`src/rtl/pwm_pair_pkg.sv`:
```
package pwm_pair_pkg;
  typedef struct packed {
    logic tick;
    logic cntReload;
    logic ovfClear;
  } strobe_t;

  typedef enum logic [2:0] {
    ADDR_CTRL   = 3'd0,
    ADDR_COUNT  = 3'd1,
    ADDR_START  = 3'd2,
    ADDR_END    = 3'd3,
    ADDR_MATCHA = 3'd4,
    ADDR_MATCHB = 3'd5
  } addr_e;
endpackage

```
`src/rtl/pwm_pair_ctrl.sv`:
```
module pwm_pair_ctrl
  import pwm_pair_pkg::*;
#(
  parameter int CNT_W = 16,
  parameter int PS_W  = 3
) (
  input  logic             clk,
  input  logic             rstN,
  input  logic             wrEn,
  input  logic [2:0]       wrAddr,
  input  logic [CNT_W-1:0] wrData,
  output logic [1:0]       clkSel,
  output logic [PS_W-1:0]  psSel,
  output logic             polHigh,
  output logic [CNT_W-1:0] startVal,
  output logic [CNT_W-1:0] endVal,
  output logic [CNT_W-1:0] matchA,
  output logic [CNT_W-1:0] matchB,
  output strobe_t          strobes
);
  localparam int PSC_W   = (1 << PS_W) - 1;
  localparam int PS_LSB  = 2;
  localparam int POL_BIT = PS_LSB + PS_W;
  localparam int OVF_BIT = POL_BIT + 1;

  logic [PSC_W-1:0] psCnt;
  logic [PSC_W-1:0] psMask;
  logic             running;
  logic             wrCtrl;

  assign running = (clkSel != 2'b00);
  assign wrCtrl  = wrEn && (wrAddr == ADDR_CTRL);

  always_comb begin
    psMask = ~({PSC_W{1'b1}} << psSel);
    strobes.tick      = running && ((psCnt & psMask) == psMask);
    strobes.cntReload = wrEn && (wrAddr == ADDR_COUNT);
    strobes.ovfClear  = wrCtrl && wrData[OVF_BIT];
  end

  always_ff @(posedge clk or negedge rstN) begin
    if (!rstN) begin
      psCnt <= '0;
    end else if (!running || strobes.tick) begin
      psCnt <= '0;
    end else begin
      psCnt <= psCnt + 1'b1;
    end
  end

  always_ff @(posedge clk or negedge rstN) begin
    if (!rstN) begin
      clkSel   <= '0;
      psSel    <= '0;
      polHigh  <= 1'b0;
      startVal <= '0;
      endVal   <= '0;
      matchA   <= '0;
      matchB   <= '0;
    end else if (wrEn) begin
      case (wrAddr)
        ADDR_CTRL: begin
          clkSel  <= wrData[1:0];
          psSel   <= wrData[PS_LSB +: PS_W];
          polHigh <= wrData[POL_BIT];
        end
        ADDR_START:  startVal <= wrData;
        ADDR_END:    endVal   <= wrData;
        ADDR_MATCHA: matchA   <= wrData;
        ADDR_MATCHB: matchB   <= wrData;
        default: ;
      endcase
    end
  end

  // a stopped clock select leaves the prescaler cleared
  a_r3_prescale_idle: assert property (@(posedge clk) disable iff (!rstN)
    !running |=> (psCnt == '0));
endmodule

```
`src/rtl/pwm_pair_datapath.sv`:
```
module pwm_pair_datapath
  import pwm_pair_pkg::*;
#(
  parameter int CNT_W = 16
) (
  input  logic             clk,
  input  logic             rstN,
  input  strobe_t          strobes,
  input  logic             polHigh,
  input  logic [CNT_W-1:0] startVal,
  input  logic [CNT_W-1:0] endVal,
  input  logic [CNT_W-1:0] matchA,
  input  logic [CNT_W-1:0] matchB,
  output logic [CNT_W-1:0] count,
  output logic             chanOut,
  output logic             ovfFlag
);
  logic             idleLvl;
  logic             atEnd;
  logic [CNT_W-1:0] nextCnt;

  assign idleLvl = ~polHigh;
  assign atEnd   = (count == endVal);
  assign nextCnt = count + 1'b1;

  always_ff @(posedge clk or negedge rstN) begin
    if (!rstN) begin
      count   <= '0;
      chanOut <= 1'b0;
    end else if (strobes.cntReload) begin
      count   <= startVal;
      chanOut <= idleLvl;
    end else if (strobes.tick) begin
      if (atEnd) begin
        count   <= startVal;
        chanOut <= idleLvl;
      end else begin
        count <= nextCnt;
        if (nextCnt == matchA)      chanOut <= ~idleLvl;
        else if (nextCnt == matchB) chanOut <= idleLvl;
      end
    end
  end

  always_ff @(posedge clk or negedge rstN) begin
    if (!rstN)                                          ovfFlag <= 1'b0;
    else if (strobes.tick && atEnd && !strobes.cntReload) ovfFlag <= 1'b1;
    else if (strobes.ovfClear)                          ovfFlag <= 1'b0;
  end

  // restart write loads the start value
  a_r4_reload: assert property (@(posedge clk) disable iff (!rstN)
    strobes.cntReload |=> (count == $past(startVal)));
  // no tick and no restart, count holds
  a_r3_hold: assert property (@(posedge clk) disable iff (!rstN)
    (!strobes.tick && !strobes.cntReload) |=> $stable(count));
  // a tick away from the end value steps by one
  a_r5_step: assert property (@(posedge clk) disable iff (!rstN)
    (strobes.tick && !strobes.cntReload && !atEnd) |=> (count == $past(count) + 1'b1));
  // wrap sets the flag
  a_r6_wrap_flag: assert property (@(posedge clk) disable iff (!rstN)
    (strobes.tick && atEnd && !strobes.cntReload) |=> ovfFlag);
  // clear without a coinciding wrap drops the flag
  a_r7_clear: assert property (@(posedge clk) disable iff (!rstN)
    (strobes.ovfClear && !(strobes.tick && atEnd)) |=> !ovfFlag);
endmodule

```
`src/rtl/pwm_pair_timer.sv`:
```
module pwm_pair_timer
  import pwm_pair_pkg::*;
#(
  parameter int CNT_W = 16,
  parameter int PS_W  = 3
) (
  input  logic             clk,
  input  logic             rstN,
  input  logic             wrEn,
  input  logic [2:0]       wrAddr,
  input  logic [CNT_W-1:0] wrData,
  input  logic [2:0]       rdAddr,
  output logic [CNT_W-1:0] rdData,
  output logic             pwmOut,
  output logic             pinEn,
  output logic             ovfFlag
);
  localparam int POL_BIT = 2 + PS_W;
  localparam int OVF_BIT = POL_BIT + 1;

  strobe_t          strobes;
  logic [1:0]       clkSel;
  logic [PS_W-1:0]  psSel;
  logic             polHigh;
  logic [CNT_W-1:0] startVal, endVal, matchA, matchB, count;
  logic [CNT_W-1:0] ctrlWord;

  pwm_pair_ctrl #(.CNT_W(CNT_W), .PS_W(PS_W)) u_ctrl (
    .clk(clk), .rstN(rstN), .wrEn(wrEn), .wrAddr(wrAddr), .wrData(wrData),
    .clkSel(clkSel), .psSel(psSel), .polHigh(polHigh), .startVal(startVal),
    .endVal(endVal), .matchA(matchA), .matchB(matchB), .strobes(strobes)
  );

  pwm_pair_datapath #(.CNT_W(CNT_W)) u_dp (
    .clk(clk), .rstN(rstN), .strobes(strobes), .polHigh(polHigh),
    .startVal(startVal), .endVal(endVal), .matchA(matchA), .matchB(matchB),
    .count(count), .chanOut(pwmOut), .ovfFlag(ovfFlag)
  );

  assign pinEn = (clkSel != 2'b00);

  always_comb begin
    ctrlWord = '0;
    ctrlWord[1:0]          = clkSel;
    ctrlWord[2 +: PS_W]    = psSel;
    ctrlWord[POL_BIT]      = polHigh;
    ctrlWord[OVF_BIT]      = ovfFlag;
    case (rdAddr)
      ADDR_CTRL:   rdData = ctrlWord;
      ADDR_COUNT:  rdData = count;
      ADDR_START:  rdData = startVal;
      ADDR_END:    rdData = endVal;
      ADDR_MATCHA: rdData = matchA;
      ADDR_MATCHB: rdData = matchB;
      default:     rdData = '0;
    endcase
  end
endmodule

```
`config.mk`:
```
export PLATFORM = sky130hd
export DESIGN_NAME = pwm_pair_timer
export DESIGN_NICKNAME = d
export VERILOG_FILES = /design/src/rtl/pwm_pair_pkg.sv /design/src/rtl/pwm_pair_ctrl.sv /design/src/rtl/pwm_pair_datapath.sv /design/src/rtl/pwm_pair_timer.sv
export SDC_FILE = /design/constraint.sdc
export NUM_CORES = 1
export LEC_CHECK = 0
export BUFFER_PORTS_ARGS = -buffer_cell sky130_fd_sc_hd__buf_2
export CELL_PAD_IN_SITES_DETAIL_PLACEMENT = 0
export CELL_PAD_IN_SITES_GLOBAL_PLACEMENT = 2
export CORE_AREA = 4 4 127 129
export DETAILED_ROUTE_END_ITERATION = 16
export DIE_AREA = 0 0 131 133
export PLACE_DENSITY_LB_ADDON = 0.15
export SYNTH_ARGS = -nofsm -noshare
export SYNTH_HDL_FRONTEND = slang
export SYNTH_SLANG_ARGS = --single-unit
```
`constraint.sdc`:
```
create_clock -name clk -period 3.6 [get_ports clk]
set_input_delay 0.18 -clock clk [delete_from_list [all_inputs] [get_ports clk]]
set_output_delay 0.18 -clock clk [all_outputs]
set_load 0.05 [all_outputs]
```
==> results of run 1 <==
## Yosys cell counts, drive strengths merged, types with 13 or more instances
cell	number	area (µm²)
nand3	17	97.6
o21ai	22	110
xor2	33	289
a21oi	29	145
o22ai	16	100
buf	18	98.8
xnor2	23	201
nor2	37	141
nand2	31	116
a31oi	13	81.3
mux2i	22	220
dfrtp	95	2380
mux2	83	935
clkbuf	26	98.8
## state kept, by name (all words and copies together) (netlist names)
signal / cells
u_ctrl.endVal: 16
u_ctrl.psSel: 3
u_ctrl.clkSel: 2
u_ctrl.startVal: 16
u_ctrl.psCnt: 7
u_ctrl.matchB: 16
u_dp.count: 16
u_dp.ovfFlag: 1
u_ctrl.polHigh: 1
u_dp.chanOut: 1
u_ctrl.matchA: 16
## worst register-to-register path: stages (launching register included)
cell and delay (ns):
dfrtp_1 0.36, ha_1 0.30, nand4_2 0.26, nor4_1 0.68, xnor2_1 0.26, xor2_1 0.26, nand2_1 0.14, or4_4 0.45
o31ai_1 0.25, nor3_2 0.08
## logic make-up (layout without fill, tap and decap cells)
family,after synthesis,in the layout,synth area share [%]
buffers and inverters,56,86,4.11
AO/OA/AOI/OAI,115,115,12.1
adder cells (fa/ha/maj),2,2,0.424
flip-flops,95,95,40.3
multiplexers,107,107,20.3
XOR/XNOR,56,56,8.31
AND/OR/NAND/NOR,149,149,14.5
## power breakdown
group / total [µW] / leakage [µW] / internal, µW / switching (µW)
logic: 1750 / 0.00146 / 729 / 1020
registers: 1810 / 0.00116 / 1340 / 471
clock network: 1070 / 0.000148 / 611 / 456
## worst max path at each step
stage	start	endpoint	slack [ns]	cells past startpoint
floorplan	u_dp.count[1]	u_dp.chanOut	0.67	10
global placement	u_dp.count[0]	u_dp.chanOut	0.47	9
detailed placement	u_dp.count[0]	u_dp.chanOut	0.51	9
CTS	u_dp.count[0]	u_dp.chanOut	0.49	9
global route	u_dp.count[0]	u_dp.chanOut	0.24	9
finish	u_dp.count[0]	u_dp.chanOut	0.46	9
## area by class of cell
cell class / count / area, µm²
clock buffer: 9 / 225
fill: 1458 / 8410
inverter: 12 / 45.0
timing repair buffer: 58 / 330
sequential: 95 / 2380
clock inverter: 7 / 96.3
tap: 188 / 235
multi-input combinational: 429 / 3310
## per-layer routing
layer	track usage, %	vias up	part of all wire, %
li1	-	2167	-
met1	34.0	2363	51
met2	29.8	110	43
met3	3.15	22	3.6
met4	7.43	0	2.5
met5	0	-	0
## per-stage QoR
step	area [µm²]	utilization, %	std cells	setup WS [ns]	hold slack, ns
finish	6620	44.0	798	0.456	0.0269
global route	6620	44.0	798	0.241	0.108
CTS	6620	44.0	798	0.486	0.0697
detailed placement	6300	41.9	782	0.509	0.438
global placement	6300	41.9	782	0.473	0.430
floorplan	5910	-	580	0.673	-0.116
==> metrics.md, run 1 <==
| Metric | Value |
|---|---|
| WL per Instance | 22.7 µm |
| Syn. warnings | 0 |
| Via count | 4662 |
| Worst path cell trace | ha_1 -> nand4_2 -> nor4_1 -> xnor2_1 -> xor2_1 -> nand2_1 -> or4_4 -> o31ai_1 -> nor3_2 |
| Syn Inst Count | 580 |
| Max cap viols | 0 |
| Largest delay contributor family on the critical path | simple AND/OR/NAND/NOR gates |
| CTS root buf | clkbuf_16 |
| Largest net degree at the start of global routing | 81 |
| Initial Util | 39.3% |
| Worst Setup End Kind | flip-flop |
| Detailed Place HPWL | 12800 µm |
| LEAKAGE | 0.00276 µW |
| Hold crit path type | in2async |
| Worst Path Required | 3.84 ns |
| Seq/Total Area, Yosys | 40.3% |
| Max frequency | 0.318 GHz |
| CTS tree | built |
| Pwr/cell area | 699 nW/µm² |
| CTS resizes | 0 |
| Die H | 133 µm |
| Pre-antenna DRT Iters | 5 |
| Total Routing Usage GR | 21.6% |
| Worst reg2reg endpoint | u_dp.chanOut |
| Core Area | 15000 µm² |
| # DRC | 0 |
| Global-route wire length before repair | 28700 µm |
| Ports | 44 |
| Main flop type after synthesis | dfrtp_1 |
| Worst r2r src | u_dp.count[0] |
| Via/cell ratio | 5.84 |
| Final setup TNS | 0 ns |
| RSZ-0062 raised after global routing | no |
| Setup violations, final | 0 |
| EDFF count, synth | 0 |
| CP peak stage delay | 0.68 ns |
| Avg Synthesized Cell Area | 10.2 µm² |
| Worst Tran Pin Value | 1.08 ns |
| CP Max Fanout | 8 |
| GRT Residual Overflow | 0 |
| Die Footprint | 17400 µm² |
| Initial antenna violation count | 0 |
| Arrival time at the worst endpoint | 3.38 ns |
| Slowest cell on crit path | nor4_1 |
| Setup Fix Bufs, Post-CTS | 0 |
| Ant. Diodes | 0 |
| Worst vdd ir | 0.300 mV |
| Synth cell types | 62 |
| Ys async rst share | 100% |
| H-tree depth | 3 |
| Bufs on Longest Clock Path | 2 |
| Buf/Inv on CP | 0 |
| Initial DRC count | 273 |
| Horiz. Die Dim | 131 µm |
| Hold Vio Cnt, Final | 0 |
| Post-CTS Hold Buffers | 0 |
| Drt total wl | 18100 µm |
| Number of port buffers | 43 |
| Crit share post-route | 87.3% |
| Number of global-route vias before repair | 4713 |
| Total power | 4630 µW |
| Rows | 45 |
| CP Class | reg2reg |
| Final Max Slew Viols | 0 |
| Synth Register Bits | 95 |
| Crit start category | flip-flop |
| Most frequent cells in the layout | 95 x dfrtp_1, 83 x mux2_2, 42 x buf_2 |
| Status | finished, final reports clean |
| Most common cell after layout, fill and taps aside | dfrtp_1 |
| Reg2Reg Depth | 9 |
| CTS Sinks | 95 |
| Layout cells sized above 1 | 28.5% |
| Area Growth Syn to Fin | 12.1% |
| Reg2reg setup slack | 0.46 ns |
| Later-pin clock latency in the skew report | 0.36 ns |
| Nets | 632 |
| Mapped Area | 5910 µm² |
| Post-Syn Nets | 607 |
| Detail Route Antenna Nets | 0 |
| Setup Skew | 0.0139 ns |
| Slew headroom | 27.8% |
| CTS clk-pin slew, worst paths | 0.07 ns |
| GPL Wtd Cong | 0.906 |
| Final Critical Period | 3.14 ns |
| Total CTS buffers | 9 |
(Power assumes the default switching activity.)
==> run 2: changes to the inputs <==
--- a/config.mk
+++ b/config.mk
@@ -12,6 +12,7 @@
 export DETAILED_ROUTE_END_ITERATION = 16
 export DIE_AREA = 0 0 131 133
 export PLACE_DENSITY_LB_ADDON = 0.15
+export REMOVE_ABC_BUFFERS = 1
 export SYNTH_ARGS = -nofsm -noshare
 export SYNTH_HDL_FRONTEND = slang
 export SYNTH_SLANG_ARGS = --single-unit
==> run 2 against run 1 <==
  * Sequential cell count is the same
  * Cell count increased by 0.25%
  * Register-to-register slack worse by 0.18 ns
  * Critical path depth unchanged
  * Highest routed layer unchanged
==> metrics.md, run 2 (synthesized netlist as in run 1, its figures left out) <==
| Metric | Value |
|---|---|
| Total CTS buffers | 9 (unchanged) |
| Arrival time at the worst endpoint | 3.56 ns (was 3.38 ns) |
| Slew headroom | 19.5% (was 27.8%) |
| Number of global-route vias before repair | 4439 (was 4713) |
| WHS | 0.0126 ns (was 0.0269 ns) |
| CTS resizes | 0 (unchanged) |
| Most common cell after layout, fill and taps aside | dfrtp_1 (unchanged) |
| Placed cell areas | 6310 µm² (was 6300 µm²) |
| CTS root buf | clkbuf_16 (unchanged) |
| Layout cells sized above 1 | 28.4% (was 28.5%) |
| Setup violations, final | 0 (unchanged) |
| Total Routing Usage GR | 20.1% (was 21.6%) |
| CTS clk-pin slew, worst paths | 0.07 ns (about the same) |
| Reg2reg setup slack | 0.28 ns (was 0.46 ns) |
| Setup Skew | 0.00932 ns (was 0.0139 ns) |
| Area of the multi-input gates | 3310 µm² (unchanged) |
| Worst Tran Pin Value | 1.20 ns (was 1.08 ns) |
| Design area | 6640 µm² (was 6620 µm²) |
| Total power | 4570 µW (was 4630 µW) |
| Final setup TNS | 0 ns (unchanged) |
| Ant. Diodes | 0 (unchanged) |
| Initial antenna violation count | 0 (unchanged) |
| H-tree depth | 3 (unchanged) |
| GRT Residual Overflow | 0 (unchanged) |
| Worst Path Required | 3.83 ns (was 3.84 ns) |
| Rows | 45 (unchanged) |
| WL per Instance | 21.0 µm (was 22.7 µm) |
| Crit start category | flip-flop (unchanged) |
| Max frequency | 0.301 GHz (was 0.318 GHz) |
| Hold Vio Cnt, Final | 0 (unchanged) |
| Pre-antenna DRT Iters | 4 (was 5) |
| GPL Wtd Cong | 0.889 (was 0.906) |
| Area Growth Syn to Fin | 12.4% (was 12.1%) |
| Hold crit path type | in2async (unchanged) |
| LEAKAGE | 0.00278 µW (was 0.00276 µW) |
| Bufs on Longest Clock Path | 2 (unchanged) |
| Detailed Place HPWL | 11700 µm (was 12800 µm) |
| Die H | 133 µm (unchanged) |
| Initial DRC count | 249 (was 273) |
| Final Max Slew Viols | 0 (unchanged) |
| Worst vdd ir | 0.255 mV (was 0.300 mV) |
| Global-route wire length before repair | 26700 µm (was 28700 µm) |
| Drt total wl | 16800 µm (was 18100 µm) |
| Most frequent cells in the layout | 95 x dfrtp_1, 83 x mux2_2, 42 x buf_2 (unchanged) |
| Fill cell count | 1462 (was 1458) |
| CP Max Fanout | 8 (unchanged) |
| Status | finished, final reports clean (unchanged) |
| Max cap viols | 0 (unchanged) |
| Via count | 4636 (was 4662) |
| CP Class | reg2reg (unchanged) |
| # DRC | 0 (unchanged) |
| Nets | 634 (was 632) |
| Post-CTS Hold Buffers | 0 (unchanged) |
| Horiz. Die Dim | 131 µm (unchanged) |
| Initial Util | 39.3% (unchanged) |
| Reg area | 2380 µm² (unchanged) |
| Ports | 44 (unchanged) |
| CTS tree | built (unchanged) |
| Setup Fix Bufs, Post-CTS | 0 (unchanged) |
| Largest net degree at the start of global routing | 80 (was 81) |
| Detail Route Antenna Nets | 0 (unchanged) |
| Pwr/cell area | 688 nW/µm² (was 699 nW/µm²) |
| Worst Setup End Kind | flip-flop (unchanged) |
| Via/cell ratio | 5.80 (was 5.84) |
| Core Area | 15000 µm² (unchanged) |
| Number of port buffers | 43 (unchanged) |
| RSZ-0062 raised after global routing | no (unchanged) |
| Later-pin clock latency in the skew report | 0.35 ns (was 0.36 ns) |
| Crit share post-route | 92.3% (was 87.3%) |
| Final Critical Period | 3.32 ns (was 3.14 ns) |
| CTS Sinks | 95 (unchanged) |
| Die Footprint | 17400 µm² (unchanged) |
-- run 2: worst paths after layout --
| kind | from | to | depth (start not counted) |
|---|---|---|---|
| max | u_dp.count[1] | u_dp.chanOut | 9 |
| min | rstN | u_ctrl.psSel[1] | 1 |
| min reg2reg | u_ctrl.psCnt[0] | u_ctrl.psCnt[0] | 1 |
| min in group clk | wrData[7] | u_ctrl.matchA[7] | 3 |
| max in group asynchronous | rstN | u_ctrl.endVal[13] | 2 |
| max reg2reg | u_dp.count[1] | u_dp.chanOut | 9 |
-- run 2: critical path, cell delays in order (launching register included) --
cell and delay, ns:
dfrtp_1 0.54, ha_1 0.36, nand4_2 0.24, or4_1 0.74, xnor2_1 0.20, a31oi_1 0.14, nand3_1 0.10, or4_4 0.55
o31ai_1 0.25, nor3_2 0.08
-- run 2: area by class of cell --
class	count	share of cell area, %
clock buffers	13	3.92
clock inverters	3	0.980
repair buffers	60	5.20
flip-flops and latches	95	35.8
inverters	12	0.678
multi-input cells	429	49.9
well taps	188	3.54
-- run 2: routing by layer --
metal	wire length (µm)	global-route usage (%)	vias to the layer above
met5	0	0	-
met4	400	6.74	0
met3	564	3.39	27
met2	7340	28.2	96
met1	8520	31.0	2340
li1	-	-	2173
-- run 2: power breakdown --
part           internal, µW  leakage [µW]  switching [µW]
Combinational           745       0.00147             978
Sequential             1340       0.00116             444
Clock                   647      0.000160             414
Total                  2740       0.00278            1840
-- run 2: through the flow --
step / utilization [%] / instances / setup slack [ns]
3_5_place_dp: 42.0 / 784 / 0.288
6_report: 44.2 / 800 / 0.279
3_3_place_gp: 42.0 / 784 / 0.364
5_1_grt: 44.2 / 800 / 0.0802
2_1_floorplan: - / 536 / 0.371
4_1_cts: 44.2 / 800 / 0.276
==> run 3: changes to the inputs <==
==> constraint.sdc (replaced) <==
create_clock -name clk -period 3.6 [get_ports clk]
set_input_delay 0.18 -clock clk [delete_from_list [all_inputs] [get_ports clk]]
set_output_delay 0.18 -clock clk [all_outputs]
set_load 0.01 [all_outputs]
==> run 3 against run 2 <==
  * The flow now finishes with violations (hold timing)
  * Power up 0.22%
  * Non-clock buffer count up 2
  * First-iteration DRC count up 10%
  * Clock skew down 0.0026 ns
  * Cell count up 0.25%
  * Via count down 0.88%
==> metrics.md, run 3 (synthesized netlist as in run 1, its figures left out) <==
| Metric | Value |
|---|---|
| Worst Path Required | 3.83 ns (about the same) |
| Stages on the worst setup path | 9 (unchanged) |
| Total Routing Usage GR | 20.2% (was 20.1%) |
| Status | finished, violations left (was finished, final reports clean) |
| Hold Vio Cnt, Final | 1 (was 0) |
| Number of global-route vias before repair | 4482 (was 4439) |
| Horiz. Die Dim | 131 µm (unchanged) |
| Failing checks | hold timing |
| GPL Wtd Cong | 0.908 (was 0.889) |
| CP Max Fanout | 8 (unchanged) |
| Reg area | 2380 µm² (unchanged) |
| Crit share post-route | 92.7% (was 92.3%) |
| Worst path cell trace | ha_1 -> nand4_2 -> or4_1 -> xnor2_1 -> a31oi_1 -> nand3_1 -> or4_4 -> o31ai_1 -> nor3_2 (unchanged) |
| Dpl ws | 0.277 ns (was 0.288 ns) |
| Worst vdd ir | 0.370 mV (was 0.255 mV) |
| Final Max Slew Viols | 0 (unchanged) |
| Ant. Diodes | 0 (unchanged) |
| Global-route wire length before repair | 26700 µm (about the same) |
| Total CTS buffers | 9 (unchanged) |
| Worst Setup End Kind | flip-flop (unchanged) |
| Post-CTS Hold Buffers | 0 (unchanged) |
| H-tree depth | 3 (unchanged) |
| Final setup TNS | 0 ns (unchanged) |
| Initial Util | 39.3% (unchanged) |
| Arrival time at the worst endpoint | 3.57 ns (was 3.56 ns) |
| Detailed Place HPWL | 11800 µm (was 11700 µm) |
| Fill cell count | 1440 (was 1462) |
| Max cap viols | 0 (unchanged) |
| Reg2Reg Depth | 9 (unchanged) |
| CP Class | reg2reg (unchanged) |
| Detail Route Antenna Nets | 0 (unchanged) |
| GRT Residual Overflow | 0 (unchanged) |
| Setup Skew | 0.00676 ns (was 0.00932 ns) |
| Slowest cell on crit path | or4_1 (unchanged) |
| CTS resizes | 0 (unchanged) |
| Crit start category | flip-flop (unchanged) |
| Most common cell after layout, fill and taps aside | dfrtp_1 (unchanged) |
| Most frequent cells in the layout | 95 x dfrtp_1, 83 x mux2_2, 42 x buf_2 (unchanged) |
| Worst Setup Slack, final | 0.263 ns (was 0.279 ns) |
| Bufs on Longest Clock Path | 2 (unchanged) |
| Die Footprint | 17400 µm² (unchanged) |
| WHS | -0.00408 ns (was 0.0126 ns) |
| CTS Sinks | 95 (unchanged) |
| Via count | 4595 (was 4636) |
| Later-pin clock latency in the skew report | 0.35 ns (about the same) |
| Largest delay contributor family on the critical path | simple AND/OR/NAND/NOR gates (unchanged) |
| Initial DRC count | 274 (was 249) |
| Rows | 45 (unchanged) |
| Number of port buffers | 43 (unchanged) |
| LEAKAGE | 0.00281 µW (was 0.00278 µW) |
| Via/cell ratio | 5.73 (was 5.80) |
| Hold crit path type | in2async (unchanged) |
| Die H | 133 µm (unchanged) |
| CTS tree | built (unchanged) |
| CP peak stage delay | 0.75 ns (was 0.74 ns) |
| Area of the multi-input gates | 3310 µm² (unchanged) |
| Area Growth Syn to Fin | 13.5% (was 12.4%) |
| Final Critical Period | 3.34 ns (was 3.32 ns) |
| Slew headroom | 21.3% (was 19.5%) |
| Pre-antenna DRT Iters | 4 (unchanged) |
| Initial antenna violation count | 0 (unchanged) |
| Layout cells sized above 1 | 28.8% (was 28.4%) |
| WL per Instance | 21.1 µm (was 21.0 µm) |
| Largest net degree at the start of global routing | 80 (unchanged) |
| Drt total wl | 16900 µm (was 16800 µm) |
| RSZ-0062 raised after global routing | no (unchanged) |
| Buf/Inv on CP | 0 (unchanged) |
| Setup Fix Bufs, Post-CTS | 0 (unchanged) |
| Setup violations, final | 0 (unchanged) |
| Core Area | 15000 µm² (unchanged) |
| CTS clk-pin slew, worst paths | 0.07 ns (about the same) |
| Ports | 44 (unchanged) |
| Worst Tran Pin Value | 1.18 ns (was 1.20 ns) |
| CTS root buf | clkbuf_16 (unchanged) |
| # DRC | 0 (unchanged) |
| Nets | 636 (was 634) |
| Max frequency | 0.300 GHz (was 0.301 GHz) |
| Pwr/cell area | 684 nW/µm² (was 688 nW/µm²) |
==> run 3: cell count changes in the layout (fill, tap and decap cells not counted) <==
cell	before	now
bufinv_16	2	4
buf_4	18	20
clkinv_4	0	1
clkinv_2	1	0
clkbuf_1	2	1
clkbuf_8	2	1
==> run 3: final cells by class <==
| class | instances | share of cell area (%) |
|---|---|---|
| multi-input cells | 429 | 49.4 |
| flip-flops and latches | 95 | 35.5 |
| clock buffers | 11 | 3.62 |
| well taps | 188 | 3.51 |
| repair buffers | 62 | 5.38 |
| inverters | 12 | 0.672 |
| clock inverters | 5 | 1.92 |
==> run 3: where the power goes <==
part	internal, µW	switching, µW	leakage (µW)
Sequential	1340	444	0.00116
Clock	769	414	0.000180
Combinational	746	864	0.00147
==> run 3: routing by layer <==
metal	vias up	share of wire, %	wire [µm]	GRT usage [%]
met5	-	0	0	0
met2	109	45	7520	29.5
met4	0	1.8	311	5.89
li1	2153	-	-	-
met3	19	3.8	638	3.71
met1	2314	50	8420	30.4
==> run 3: final timing paths <==
path,to,slack [ns],startpoint
worst max-delay path,u_dp.chanOut,0.26,u_dp.count[1]
worst min-delay path,u_ctrl.psSel[1],-0.004,rstN
worst max register to register,u_dp.chanOut,0.26,u_dp.count[1]
worst min register to register,u_ctrl.psCnt[0],0.52,u_ctrl.psCnt[0]
max in group asynchronous,u_ctrl.matchB[13],2.77,rstN
min in group clk,u_ctrl.matchA[7],0.08,wrData[7]
==> run 3: metrics by stage <==
step	total power [µW]	hold WS, ns	cell area [µm²]	instances	utilization [%]
final	4580	-0.00408	6700	802	44.6
after global routing	4880	0.0923	6700	802	44.6
after CTS	4620	0.0468	6700	802	44.6
after detailed placement	3410	0.435	6330	786	42.1
after global placement	3400	0.430	6330	786	42.1
after floorplan	2790	-0.116	5710	536	-
